`config.mk`:
```
export PLATFORM = sky130hd
export DESIGN_NAME = ledmx_refresh
export DESIGN_NICKNAME = d
export VERILOG_FILES = /design/src/rtl/ledmx_pkg.sv /design/src/rtl/ledmx_col_shifter.sv /design/src/rtl/ledmx_plane_timer.sv /design/src/rtl/ledmx_sequencer.sv /design/src/rtl/ledmx_refresh.sv
export SDC_FILE = /design/constraint.sdc
export NUM_CORES = 1
export LEC_CHECK = 0
export BUFFER_PORTS_ARGS = -buffer_cell sky130_fd_sc_hd__buf_2
export CAP_MARGIN = 10
export CELL_PAD_IN_SITES_DETAIL_PLACEMENT = 1
export CELL_PAD_IN_SITES_GLOBAL_PLACEMENT = 2
export CORE_ASPECT_RATIO = 0.8
export CORE_MARGIN = 4
export CORE_UTILIZATION = 34
export CTS_BUF_LIST = sky130_fd_sc_hd__clkbuf_8 sky130_fd_sc_hd__clkbuf_16
export DETAILED_ROUTE_END_ITERATION = 12
export PLACE_DENSITY_LB_ADDON = 0.3
export SLEW_MARGIN = 40
export SYNTH_ARGS = -nofsm -noshare
export SYNTH_HDL_FRONTEND = slang
export SYNTH_HIERARCHICAL = 1
export SYNTH_SLANG_ARGS = --single-unit
```
`constraint.sdc`:
```
create_clock -name clk -period 4.55 [get_ports clk]
set_input_delay 0 -clock clk [delete_from_list [all_inputs] [get_ports clk]]
set_output_delay 0 -clock clk [all_outputs]
set_load 0.01 [all_outputs]
```
`src/rtl/ledmx_pkg.sv`:
```
// Shared types for the LED matrix refresh driver.
package ledmx_pkg;

    // Steps of the per-plane refresh sequence.
    typedef enum logic [2:0] {
        SEQ_PRIME,   // initial shift with the panel dark
        SEQ_BLANK,   // blank the panel
        SEQ_ADDR,    // move the row address under blank
        SEQ_LATCH,   // transfer shifted data, start next shift
        SEQ_SHOW     // panel lit for the plane period
    } seq_state_t;

    // One bit per colour line of a half panel.
    typedef struct packed {
        logic r;
        logic g;
        logic b;
    } rgb_bits_t;

endpackage

```
`src/rtl/ledmx_col_shifter.sv`:
```
// Column shifter: walks the columns once per start pulse, issues the column
// index, picks one plane bit per colour from both half-panel pixels and
// produces the serial shift clock.
// Assumes: the pixel arrives one clock after the column index; plane is held
// constant during a shift; SCLK_HALF >= 1.
module ledmx_col_shifter
    import ledmx_pkg::*;
#(
    parameter int COLS      = 32,
    parameter int SCLK_HALF = 2,
    parameter int BPC       = 4,
    localparam int COL_W    = $clog2(COLS),
    localparam int PL_W     = $clog2(BPC),
    localparam int PIX_W    = 3 * BPC
) (
    input  logic             clk,
    input  logic             rst_n,
    input  logic             start,
    input  logic [PL_W-1:0]  plane,
    input  logic [PIX_W-1:0] pix [2],
    output logic [COL_W-1:0] col,
    output logic             busy,
    output logic             sclk,
    output rgb_bits_t        rgb [2]
);
    // Per column: fetch, wait, SCLK_HALF low cycles, SCLK_HALF high cycles.
    localparam int COL_CYC = 2 * SCLK_HALF + 2;
    localparam int PH_W    = $clog2(COL_CYC);
    localparam logic [PH_W-1:0]  PH_LAST  = PH_W'(COL_CYC - 1);
    localparam logic [PH_W-1:0]  PH_LOAD  = PH_W'(1);
    localparam logic [PH_W-1:0]  PH_RISE  = PH_W'(SCLK_HALF + 2);
    localparam logic [COL_W-1:0] COL_LAST = COL_W'(COLS - 1);

    logic [PH_W-1:0]  ph_q;
    logic [COL_W-1:0] col_q;
    logic             busy_q;

    // Column and phase stepping across one row shift.
    always_ff @(posedge clk) begin
        if (!rst_n) begin
            busy_q <= 1'b0;
            col_q  <= '0;
            ph_q   <= '0;
        end else if (!busy_q) begin
            if (start) begin
                busy_q <= 1'b1;
                col_q  <= '0;
                ph_q   <= '0;
            end
        end else if (ph_q == PH_LAST) begin
            ph_q <= '0;
            if (col_q == COL_LAST) busy_q <= 1'b0;
            else                   col_q  <= col_q + 1'b1;
        end else begin
            ph_q <= ph_q + 1'b1;
        end
    end

    // One data register triple per half panel.
    for (genvar h = 0; h < 2; h++) begin : g_half
        logic [BPC-1:0] red_f, grn_f, blu_f;
        rgb_bits_t      bits_q;

        assign red_f = pix[h][3*BPC-1:2*BPC];
        assign grn_f = pix[h][2*BPC-1:BPC];
        assign blu_f = pix[h][BPC-1:0];

        // Capture the selected plane bit once the pixel has arrived.
        always_ff @(posedge clk) begin
            if (!rst_n) begin
                bits_q <= '0;
            end else if (busy_q && ph_q == PH_LOAD) begin
                bits_q.r <= red_f[plane];
                bits_q.g <= grn_f[plane];
                bits_q.b <= blu_f[plane];
            end
        end

        assign rgb[h] = bits_q;
    end

    assign col  = col_q;
    assign busy = busy_q;
    assign sclk = busy_q && (ph_q >= PH_RISE);

endmodule

```
`src/rtl/ledmx_plane_timer.sv`:
```
// Plane timer: on load, computes the period BASE_N << plane and the lit span
// left after early blanking, then counts clocks while run is high.
// Assumes: load and run are never high together.
module ledmx_plane_timer #(
    parameter int BASE_N = 256,
    parameter int BPC    = 4,
    parameter int DIM_W  = 4,
    localparam int PL_W  = $clog2(BPC),
    localparam int MAX_P = BASE_N * (2 ** (BPC - 1)),
    localparam int CNT_W = $clog2(MAX_P + 1)
) (
    input  logic             clk,
    input  logic             rst_n,
    input  logic             load,
    input  logic             run,
    input  logic [PL_W-1:0]  plane,
    input  logic [DIM_W-1:0] dim,
    output logic             done,
    output logic             lit
);
    localparam int PROD_W = CNT_W + DIM_W;

    logic [CNT_W-1:0]  cnt_q, per_q, on_q;
    logic [CNT_W-1:0]  per_new, cut;
    logic [PROD_W-1:0] prod;

    // Period for the plane being loaded and the share blanked early.
    always_comb begin
        per_new = CNT_W'(BASE_N) << plane;
        prod    = PROD_W'(per_new) * PROD_W'(dim);
        cut     = CNT_W'(prod >> DIM_W);
    end

    // Elapsed-time counter with per-plane limits.
    always_ff @(posedge clk) begin
        if (!rst_n) begin
            cnt_q <= '0;
            per_q <= CNT_W'(BASE_N);
            on_q  <= '0;
        end else if (load) begin
            cnt_q <= '0;
            per_q <= per_new;
            on_q  <= per_new - cut;
        end else if (run) begin
            cnt_q <= cnt_q + 1'b1;
        end
    end

    assign done = (cnt_q == per_q - 1'b1);
    assign lit  = (cnt_q < on_q);

endmodule

```
`src/rtl/ledmx_sequencer.sv`:
```
// Refresh sequencer: primes the first plane, then for every plane blanks the
// panel, moves the row address, latches, starts the next shift and shows the
// plane for its period. Tracks which row pair, plane and buffer is shifted.
// Assumes: a shift always finishes within one base period.
module ledmx_sequencer
    import ledmx_pkg::*;
#(
    parameter int ROW_PAIRS = 16,
    parameter int BPC       = 4,
    localparam int RW       = $clog2(ROW_PAIRS),
    localparam int PL_W     = $clog2(BPC)
) (
    input  logic            clk,
    input  logic            rst_n,
    input  logic            buf_sel,
    input  logic            shift_busy,
    input  logic            plane_done,
    input  logic            plane_lit,
    output logic            shift_start,
    output logic            tmr_load,
    output logic            tmr_run,
    output logic [RW-1:0]   sh_row,
    output logic [PL_W-1:0] sh_plane,
    output logic            sh_buf,
    output logic [RW-1:0]   pan_row,
    output logic            pan_latch,
    output logic            pan_blank
);
    localparam logic [RW-1:0]   ROW_LAST   = RW'(ROW_PAIRS - 1);
    localparam logic [PL_W-1:0] PLANE_LAST = PL_W'(BPC - 1);

    seq_state_t      state_q;
    logic            kick_q;
    logic [RW-1:0]   row_q;
    logic [RW-1:0]   srow_q;
    logic [PL_W-1:0] splane_q;
    logic            sbuf_q;

    // State progression and shifted-plane bookkeeping.
    always_ff @(posedge clk) begin
        if (!rst_n) begin
            state_q  <= SEQ_PRIME;
            kick_q   <= 1'b0;
            row_q    <= '0;
            srow_q   <= '0;
            splane_q <= '0;
            sbuf_q   <= 1'b0;
        end else begin
            case (state_q)
                SEQ_PRIME: begin
                    if (!kick_q) begin
                        kick_q <= 1'b1;
                        sbuf_q <= buf_sel;
                    end else if (!shift_busy) begin
                        state_q <= SEQ_BLANK;
                    end
                end
                SEQ_BLANK: state_q <= SEQ_ADDR;
                SEQ_ADDR: begin
                    row_q   <= srow_q;
                    state_q <= SEQ_LATCH;
                end
                SEQ_LATCH: begin
                    state_q <= SEQ_SHOW;
                    if (splane_q == PLANE_LAST) begin
                        splane_q <= '0;
                        if (srow_q == ROW_LAST) begin
                            srow_q <= '0;
                            sbuf_q <= buf_sel;
                        end else begin
                            srow_q <= srow_q + 1'b1;
                        end
                    end else begin
                        splane_q <= splane_q + 1'b1;
                    end
                end
                SEQ_SHOW: begin
                    if (plane_done && !shift_busy) state_q <= SEQ_BLANK;
                end
                default: state_q <= SEQ_BLANK;
            endcase
        end
    end

    assign shift_start = (state_q == SEQ_PRIME && !kick_q) || (state_q == SEQ_LATCH);
    assign tmr_load    = (state_q == SEQ_LATCH);
    assign tmr_run     = (state_q == SEQ_SHOW);
    assign sh_row      = srow_q;
    assign sh_plane    = splane_q;
    assign sh_buf      = sbuf_q;
    assign pan_row     = row_q;
    assign pan_latch   = (state_q == SEQ_LATCH);
    assign pan_blank   = !((state_q == SEQ_SHOW) && plane_lit);

endmodule

```
`src/rtl/ledmx_refresh.sv`:
```
// LED matrix refresh driver top: joins the sequencer, column shifter and
// plane timer, forms the two half-panel memory addresses and drives the pins.
// Assumes: COLS and ROW_PAIRS are powers of two, BPC >= 2,
// BASE_N > COLS * (2*SCLK_HALF + 2), memories have one clock of read latency.
module ledmx_refresh
    import ledmx_pkg::*;
#(
    parameter int COLS      = 32,
    parameter int ROW_PAIRS = 16,
    parameter int BPC       = 4,
    parameter int SCLK_HALF = 2,
    parameter int BASE_N    = 256,
    parameter int DIM_W     = 4,
    localparam int COL_W    = $clog2(COLS),
    localparam int RW       = $clog2(ROW_PAIRS),
    localparam int AW       = 2 + RW + COL_W,
    localparam int PIX_W    = 3 * BPC
) (
    input  logic             clk,
    input  logic             rst_n,
    input  logic             buf_sel,
    input  logic [DIM_W-1:0] dim_level,
    output logic [AW-1:0]    top_addr,
    output logic [AW-1:0]    bot_addr,
    input  logic [PIX_W-1:0] top_pix,
    input  logic [PIX_W-1:0] bot_pix,
    output logic             pan_r0,
    output logic             pan_g0,
    output logic             pan_b0,
    output logic             pan_r1,
    output logic             pan_g1,
    output logic             pan_b1,
    output logic             pan_sclk,
    output logic             pan_latch,
    output logic             pan_blank,
    output logic [RW-1:0]    pan_row
);
    localparam int PL_W = $clog2(BPC);

    logic             shift_start, shift_busy;
    logic             tmr_load, tmr_run, plane_done, plane_lit;
    logic [RW-1:0]    sh_row;
    logic [PL_W-1:0]  sh_plane;
    logic             sh_buf;
    logic [COL_W-1:0] col;
    logic [PIX_W-1:0] pix_pair [2];
    rgb_bits_t        rgb_pair [2];

    ledmx_sequencer #(
        .ROW_PAIRS (ROW_PAIRS),
        .BPC       (BPC)
    ) u_seq (
        .clk         (clk),
        .rst_n       (rst_n),
        .buf_sel     (buf_sel),
        .shift_busy  (shift_busy),
        .plane_done  (plane_done),
        .plane_lit   (plane_lit),
        .shift_start (shift_start),
        .tmr_load    (tmr_load),
        .tmr_run     (tmr_run),
        .sh_row      (sh_row),
        .sh_plane    (sh_plane),
        .sh_buf      (sh_buf),
        .pan_row     (pan_row),
        .pan_latch   (pan_latch),
        .pan_blank   (pan_blank)
    );

    assign pix_pair[0] = top_pix;
    assign pix_pair[1] = bot_pix;

    ledmx_col_shifter #(
        .COLS      (COLS),
        .SCLK_HALF (SCLK_HALF),
        .BPC       (BPC)
    ) u_shift (
        .clk   (clk),
        .rst_n (rst_n),
        .start (shift_start),
        .plane (sh_plane),
        .pix   (pix_pair),
        .col   (col),
        .busy  (shift_busy),
        .sclk  (pan_sclk),
        .rgb   (rgb_pair)
    );

    ledmx_plane_timer #(
        .BASE_N (BASE_N),
        .BPC    (BPC),
        .DIM_W  (DIM_W)
    ) u_tmr (
        .clk   (clk),
        .rst_n (rst_n),
        .load  (tmr_load),
        .run   (tmr_run),
        .plane (sh_plane),
        .dim   (dim_level),
        .done  (plane_done),
        .lit   (plane_lit)
    );

    // Frame base, half select, row pair and column form each address.
    assign top_addr = {sh_buf, 1'b0, sh_row, col};
    assign bot_addr = {sh_buf, 1'b1, sh_row, col};

    assign pan_r0 = rgb_pair[0].r;
    assign pan_g0 = rgb_pair[0].g;
    assign pan_b0 = rgb_pair[0].b;
    assign pan_r1 = rgb_pair[1].r;
    assign pan_g1 = rgb_pair[1].g;
    assign pan_b1 = rgb_pair[1].b;

endmodule

```
* Yosys cells after proc, flatten, opt, wreduce, memory -nomap -nowiden *
Index checks and enable logic that the tools add are counted.

word-level totals
  register bits = 66
  input port bits = 31
  output and inout bits = 35

cells by class
  add/sub/neg operators = 7
  multiply operators = 1
  $lt $le $gt $ge = 3
  eq/ne operators = 18
  shifts and indexed selects = 1
  multiplexer cells = 33
  bitwise gates (word level) = 1
  reductions and logical operators = 17

operator list
  cell                   number
  $mux 5                 4
  $mux 3                 6
  $mul 12x4->16          1
  $pmux 3 s5             1
  $mux 1                 13
  $add 12x1->12 const B  1
  $bmux 1 s2             6
  $eq 12x12->1           1
  $lt 12x12->1           1
  $shl 9x2->12 const A   1
  $sub 12x1->12 const B  1
  $sub 12x12->12         1
  $ne 2x1->1 const B     4
  $ne 2x2->1 const B     4
  $eq 3x1->1 const B     2
  $eq 3x2->1 const B     2
  $eq 3x3->1 const B     2
  $reduce_and 3->1       2
  $add 5x1->5 const B    1
  $eq 5x5->1 const B     1
  $logic_and 1x1->1      5
  $add 4x1->4 const B    1
  $eq 4x4->1 const B     1
  $mux 4                 1
  15 further kinds       18

* Longest topological paths before layout *
Gate-level depths: netlist (run 1).

  depth after elaboration = 5
  depth in mapped cells = 18
  mapped depth without buffers = 17

* Cells and area by module *
Netlist (run 1), hierarchy kept.

modules (own cells, without submodules)
  module             instances  cells each  area each (um^2)
  ledmx_plane_timer  1          215         1883.1
  ledmx_col_shifter  1          77          848.3
  ledmx_sequencer    1          78          706.9
  ledmx_refresh      1          15          105.1

* Worst setup path after synthesis (run 1) *
OpenSTA, ideal clock, no wires.

  kind = register -> register
  from = register u_seq.splane_q[1] (netlist: u_seq/sh_plane[1])
  to = register u_tmr.on_q[11]
  setup time = 0.070 ns
  arrival time = 3.997 ns
  data required time = 4.480 ns
  setup slack = 0.483 ns
  cell stages (with the launch flop) = 19
  path buffers = 1
  cells stage by stage = dfxtp_1 -> buf_2 -> nor2b_1 -> nand2_1 -> fa_1 -> inv_1 -> fa_1 -> inv_1 -> fa_1 -> inv_1 -> a21o_1 -> a21oi_1 -> xor2_1 -> ha_1 -> o21a_1 -> nor2_1 -> a21oi_2 -> xnor3_1 -> a21oi_1

between the ends
  cells in the longest elaborated chain, start to end = 3

RTL lines
  what                         RTL line                 RTL
  start: declaration           ledmx_sequencer.sv:36    logic [PL_W-1:0] splane_q;
  start signal: assignment     ledmx_sequencer.sv:74    splane_q <= splane_q + 1'b1;
  $shl 9x2->12 (*)             ledmx_plane_timer.sv:29  per_new = CNT_W'(BASE_N) << plane;
  named net u_tmr.per_new[10]  ledmx_plane_timer.sv:24  logic [CNT_W-1:0] per_new, cut;
  $mul 12x4->16                ledmx_plane_timer.sv:30  prod = PROD_W'(per_new) * PROD_W'(dim);
  $sub 12x12->12 (*)           ledmx_plane_timer.sv:43  on_q <= per_new - cut;
  end signal: assignment       ledmx_plane_timer.sv:43
  end: declaration             ledmx_plane_timer.sv:23  logic [CNT_W-1:0] cnt_q, per_q, on_q;

The timed path passes the listed nets; every way through them passes the cells marked *.
A chain may end at the register's enable or synchronous reset.

* Final worst setup path (run 1) *
  from = register u_seq.splane_q[0] (netlist: u_seq/sh_plane[0])
  to = register u_tmr.on_q[11]

The elaborated chain is that of the path after synthesis.

==> results.ini, run 1 <==
[global_route]
grt_pass1_vias=2850
track_usage=0.142
grt_first_pass_wirelength_microns=14000
grt_max_degree=37
overflow=0
antenna_found_initial=0

[finish]
fin_cells=571
drive_gt1_frac=0.218
fin_nets=495
syn_to_final_growth_pct=13.6
fin_util=0.395
n_antenna_cell=0

[worst_setup_path]
max_stage_delay_ns=0.56
crit_chain=nor2b_1 -> nand2_1 -> fa_1 -> inv_1 -> fa_1 -> inv_1 -> fa_1 -> inv_1 -> a21o_1 -> a21oi_1 -> xor2_1 -> ha_1 -> o21a_1 -> nor2_1 -> a21oi_2 -> xnor3_1 -> a21oi_1
crit_type=flop to flop
critPathMaxFanout=5
cp_slowest_cell=fa_1
path_buf_inv=3
worstSetupEndpointType=flop
cp-start-kind=flop
critPathArrivalTime_ns=4.16
critical-path-top-delay-family=adder cells
crit_required_ns=4.77

[sta]
timing_hold_violations_final=0
setup_slack_ns=0.617
rsz0062_at_grt=false
setup_viol_count_final=0
worst_pin_slew_ns=0.687
slew_violations=0
min_period_over_period=0.864
clock-skew-final_ns=0.00740
timing.fmax_mhz=254
tns_ns=0
slew_headroom=0.541
finalCriticalPeriod_ns=3.93

[route]
routed-wl-met2_microns=3600
highest_layer=met4
wl_met3_microns=279
routed_wl_microns=8290
wl_per_cell_microns=14.5
drc=0
drt-pass1-iter-count=4
vias_per_cell=4.88
num_vias=2784
antenna_left=0
wl_met1_microns=4340
drt-initial-drc-count=77

[placed_design]
place_inst=562
dp_slack_ns=0.594
routabilityCongestion=0.730
hpwl_microns=6420
io_buffers=63

[floorplanning]
dieArea_sq_um=12100
core_sq_um=10200
die_w_microns=122
die_h_microns=99.3
num_rows=33
ios=66
start_util=0.347

[clock_network]
postCtsHoldBufs=1
tritoncts=built
cts_buffer_depth=2
cts_sinks=54
cts_max_level=2
cts.reportedPaths.clkPinSlew_ns=0.07
clk_latency_ns=0.30
post_cts_buffers=0
ctsResizeCount=0
cts_buffers=5
cts_root_buf=clkbuf_16

[synthesis]
syn_inst=385
synth_edf_count=0
yosysWarnings=6
synth_flop_cell=dfxtp_1
synthArstFlopShare=0
synth_seq_cells=54
ys_seq_area_frac=0.305
syn_area_sq_um=3540
synth.net_count=450
syn_avg_cell_area_sq_um=9.20
synth_cell_type_count=58

[power_and_ir_drop]
powerDensity_nw_per_um2=295
p_leak_uw=0.00181
power_frac_comb=0.189
clkPwrFrac=0.361
peakVddDrop_v=0.000142
p_seq_frac=0.450
switching_share=0.276
power.switching_uw=328
p_int_uw=861

[job]
cap_violations=0

[min_path]
hold_path.class=primary input to flop

[outcome]
status=completed

==> metrics by stage <==
| step | area (sq um) | power (uW) | hold WS (ns) |
|---|---|---|---|
| after global routing | 4020 | 1260 | 0.130 |
| after detailed placement | 3850 | 772 | 0.266 |
| after global placement | 3850 | 766 | 0.264 |
| after CTS | 4020 | 1210 | 0.116 |
| after floorplan | 3540 | 727 | 0.128 |
| final | 4020 | 1190 | 0.124 |
==> metal layers <==
layer,up-vias,global-route usage
li1,1412,-
met1,1333,0.209
met2,33,0.213
met3,6,0.0318
met4,0,0.0310
met5,-,0
==> layout by cell type (no fill, tap or decap), types with 11 or more instances in the layout <==
cell / netlist / final
mux2i_1: 17 / 17
buf_2: 3 / 63
ha_1: 30 / 30
and2_1: 13 / 13
dfxtp_1: 54 / 54
a21oi_1: 18 / 18
xnor2_1: 11 / 11
nand2_1: 28 / 28
xor2_1: 12 / 12
inv_1: 24 / 26
nor2_1: 26 / 26
==> synthesized netlist by cell type (6+ instances only) <==
master,count,area (sq um)
a21oi_1,18,90.1
buf_4,16,120
mux4_2,6,135
clkbuf_1,7,26.3
inv_1,24,90.1
nor2_1,26,97.6
nand4_1,6,37.5
dfxtp_1,54,1080
nand2_1,28,105
o21ai_0,10,50.1
xor2_1,12,105
xnor2_1,11,96.3
nor2b_1,9,56.3
ha_1,30,375
or3_1,7,43.8
nand3_1,10,50.1
o2bb2ai_1,7,61.3
and2_1,13,81.3
mux2i_1,17,170
==> final timing paths <==
path	to	from	slack, ns	cells after the start
max	u_tmr/on_q[11]	u_seq/sh_plane[0]	0.62	17
min	u_shift/rgb[1]	bot_pix[4]	0.12	3
max reg2reg	u_tmr/on_q[11]	u_seq/sh_plane[0]	0.62	17
min reg2reg	u_shift/rgb[0]	u_shift/rgb[0]	0.47	2
==> area by class of cell <==
cell class | count | area (sq um)
tap | 140 | 175
fill | 1234 | 6170
timing repair buffer | 69 | 363
clock inverter | 3 | 37.5
clock buffer | 5 | 125
inverter | 24 | 90.1
multi-input combinational | 276 | 2150
sequential | 54 | 1080
==> cells by family after synthesis <==
| group | count (synthesis) | share of synthesized area |
|---|---|---|
| flops | 54 | 0.305 |
| compound gates | 63 | 0.120 |
| buf+inv | 55 | 0.0876 |
| other cells | 2 | 0.00212 |
| fa+ha+maj | 34 | 0.129 |
| xor+xnor | 24 | 0.0632 |
| simple gates | 130 | 0.207 |
| mux | 23 | 0.0862 |
==> sequential cells by signal, summed over array words and instances, names as in the netlist <==
signal / cells
u_shift/ph_q: 3
u_tmr/cnt_q: 12
u_seq/pan_row: 4
u_shift/rgb: 6
u_seq/kick_q: 1
u_shift/col: 5
u_seq/state_q: 3
u_seq/sh_row: 4
u_tmr/on_q: 8
u_seq/sh_buf: 1
u_seq/sh_plane: 2
u_shift/busy: 1
u_tmr/per_q: 4
==> power by group through the flow <==
stage	combinational (uW)	sequential, uW	clock (uW)
after floorplan	205	522	0
after global placement	221	544	0
after detailed placement	226	546	0
after CTS	228	535	444
after global routing	254	542	466
final	225	535	429
==> worst register-to-register path: cells and delay by family, from the launching register on <==
kind                     cells  cell delay [ns]
buffers and inverters        3             0.20
flip-flops                   1             0.40
adder cells (fa/ha/maj)      4             1.84
XOR/XNOR                     2             0.54
AO/OA/AOI/OAI                5             0.56
AND/OR/NAND/NOR              3             0.35
Note: power is estimated with default switching activity, not from simulation.
==> run 2: changes to the inputs <==
- SYNTH_HIERARCHICAL: 1 -> default
==> results.ini, run 2 <==
[route]
wl_met1_microns=4200
vias_per_cell=4.77
drt-pass1-iter-count=4
routed-wl-met2_microns=3480
drt-initial-drc-count=72
highest_layer=met4
antenna_left=0
num_vias=2773
wl_per_cell_microns=14.0
drc=0
routed_wl_microns=8120
wl_met3_microns=369

[synthesis]
synthTopCellsByArea=dfxtp_1 30%, ha_1 12%, nand2_1 4.0%
syn_inst=395
synth_cell_type_count=53
synth_flop_cell=dfxtp_1
synthArstFlopShare=0
yosysMostFrequentCell=dfxtp_1
ys_top_cells_by_count=54 x dfxtp_1, 38 x nand2_1, 33 x ha_1
synth_seq_cells=54
syn_area_sq_um=3550
yosysTopAreaCellShare=0.304
ys_seq_area_frac=0.304
synth.net_count=463
yosysWarnings=0
syn_avg_cell_area_sq_um=9.00
synth_top_cell_by_area=dfxtp_1
synth_edf_count=0

[power_and_ir_drop]
peakVddDrop_v=0.000158
powerDensity_nw_per_um2=359
p_leak_uw=0.00180

[finish]
largest-register=u_tmr.cnt_q
final_cell_mix=63 x buf_2, 54 x dfxtp_1, 38 x nand2_1
fin_util=0.396
final_common_cell=buf_2
final_area_sq_um=4050
drive_gt1_frac=0.202
syn_to_final_growth_pct=14.0
n_antenna_cell=0
fin_nets=508
largest_reg_flops=12

[clock_network]
cts_sinks=54
tritoncts=built
cts.reportedPaths.clkPinSlew_ns=0.07
cts_buffer_depth=2
cts_max_level=2
cts_buffers=5
clk_latency_ns=0.30
cts_root_buf=clkbuf_16

[placed_design]
io_buffers=63
routabilityCongestion=0.748
hpwl_microns=6310
place_area_sq_um=3870

[global_route]
grt_max_degree=45
overflow=0
grt_first_pass_wirelength_microns=14100
antenna_found_initial=0
grt_pass1_vias=2877
track_usage=0.142

[floorplanning]
num_rows=33
start_util=0.347
core_sq_um=10200
ios=66
dieArea_sq_um=12200
die_w_microns=122
die_h_microns=99.4

[sta]
setup_viol_count_final=0
finalCriticalPeriod_ns=4.23
rsz0062_at_grt=false
timing.fmax_mhz=236
timing_hold_violations_final=0
tns_ns=0
slew_headroom=0.502
min_period_over_period=0.929
slew_violations=0
clock-skew-final_ns=0.00475
worst_pin_slew_ns=0.748

[worst_setup_path]
cp_slowest_cell=dfxtp_1
crit_chain=ha_1 -> nand2_1 -> fa_1 -> inv_1 -> fa_1 -> fa_1 -> a21o_1 -> a21oi_1 -> xnor2_1 -> ha_1 -> or3_1 -> a31oi_1 -> nor3_1 -> a211o_1
crit_top_cell=fa_1
max_stage_delay_ns=0.56
crit_type=flop to flop
r2r_cells=14
cp-start-kind=flop
critPathMaxFanout=10
critPathArrivalTime_ns=4.42
crit_required_ns=4.74
worstSetupEndpointType=flop

[min_path]
holdPathStages=4
hold_path.class=primary input to flop

[outcome]
status=completed

[job]
cap_violations=0

==> run 2: worst paths after layout <==
| path | startpoint | end | slack, ns |
|---|---|---|---|
| worst max-delay path | u_seq.sh_plane[1] | u_tmr.on_q[11] | 0.32 |
| worst min register to register | u_tmr.on_q[5] | u_tmr.on_q[5] | 0.48 |
| worst max register to register | u_seq.sh_plane[1] | u_tmr.on_q[11] | 0.32 |
| worst min-delay path | dim_level[0] | u_tmr.on_q[4] | 0.17 |
==> run 2: per-stage QoR <==
stage / std cells / total power [uW] / hold slack, ns / setup WS [ns]
2_1_floorplan: 395 / 949 / 0.159 / 0.553
3_3_place_gp: 572 / 1020 / 0.263 / 0.448
3_5_place_dp: 572 / 1040 / 0.273 / 0.297
4_1_cts: 581 / 1480 / 0.168 / 0.277
5_1_grt: 581 / 1560 / 0.195 / 0.0357
6_report: 581 / 1460 / 0.173 / 0.321
==> run 2: cell type report <==
cell class	instances	area, sq um
Fill cell	1241	6190
Multi-Input combinational cell	290	2190
Sequential cell	54	1080
Timing Repair Buffer	67	348
Tap cell	140	175
Clock buffer	5	125
Inverter	22	87.6
Clock inverter	3	40.0
==> run 2: what timing repair did <==
| action | in CTS | in global routing |
|---|---|---|
| gates resized for setup | 0 | 0 |
| setup buffers | 0 | 0 |
| hold buffers | 1 | 0 |
| endpoints found under the hold margin | 1 | 0 |
==> run 2: cells by family after synthesis <==
logic type	Yosys count	share of synthesized area
compound gates	64	0.121
xor+xnor	30	0.0739
fa+ha+maj	37	0.139
buf+inv	51	0.0785
flops	54	0.304
mux	17	0.0690
other cells	2	0.00211
simple gates	140	0.212
==> run 2: report_power, final <==
part           internal, uW  switching, uW
combinational           194            238
sequential              516           73.1
clock                   258            177
==> run 2: metal layers <==
metal  global-route usage  up-vias
met4               0.0284        0
met2                0.215       48
met3               0.0387        7
met1                0.205     1290
li1                     -     1428
met5                    0        -
==> run 2: critical path, delay by kind of cell (launching register included) <==
family | cells | cell delay, ns
compound gates | 4 | 0.84
buf+inv | 1 | 0.05
simple gates | 3 | 0.50
flops | 1 | 0.56
xor+xnor | 1 | 0.10
fa+ha+maj | 5 | 2.06
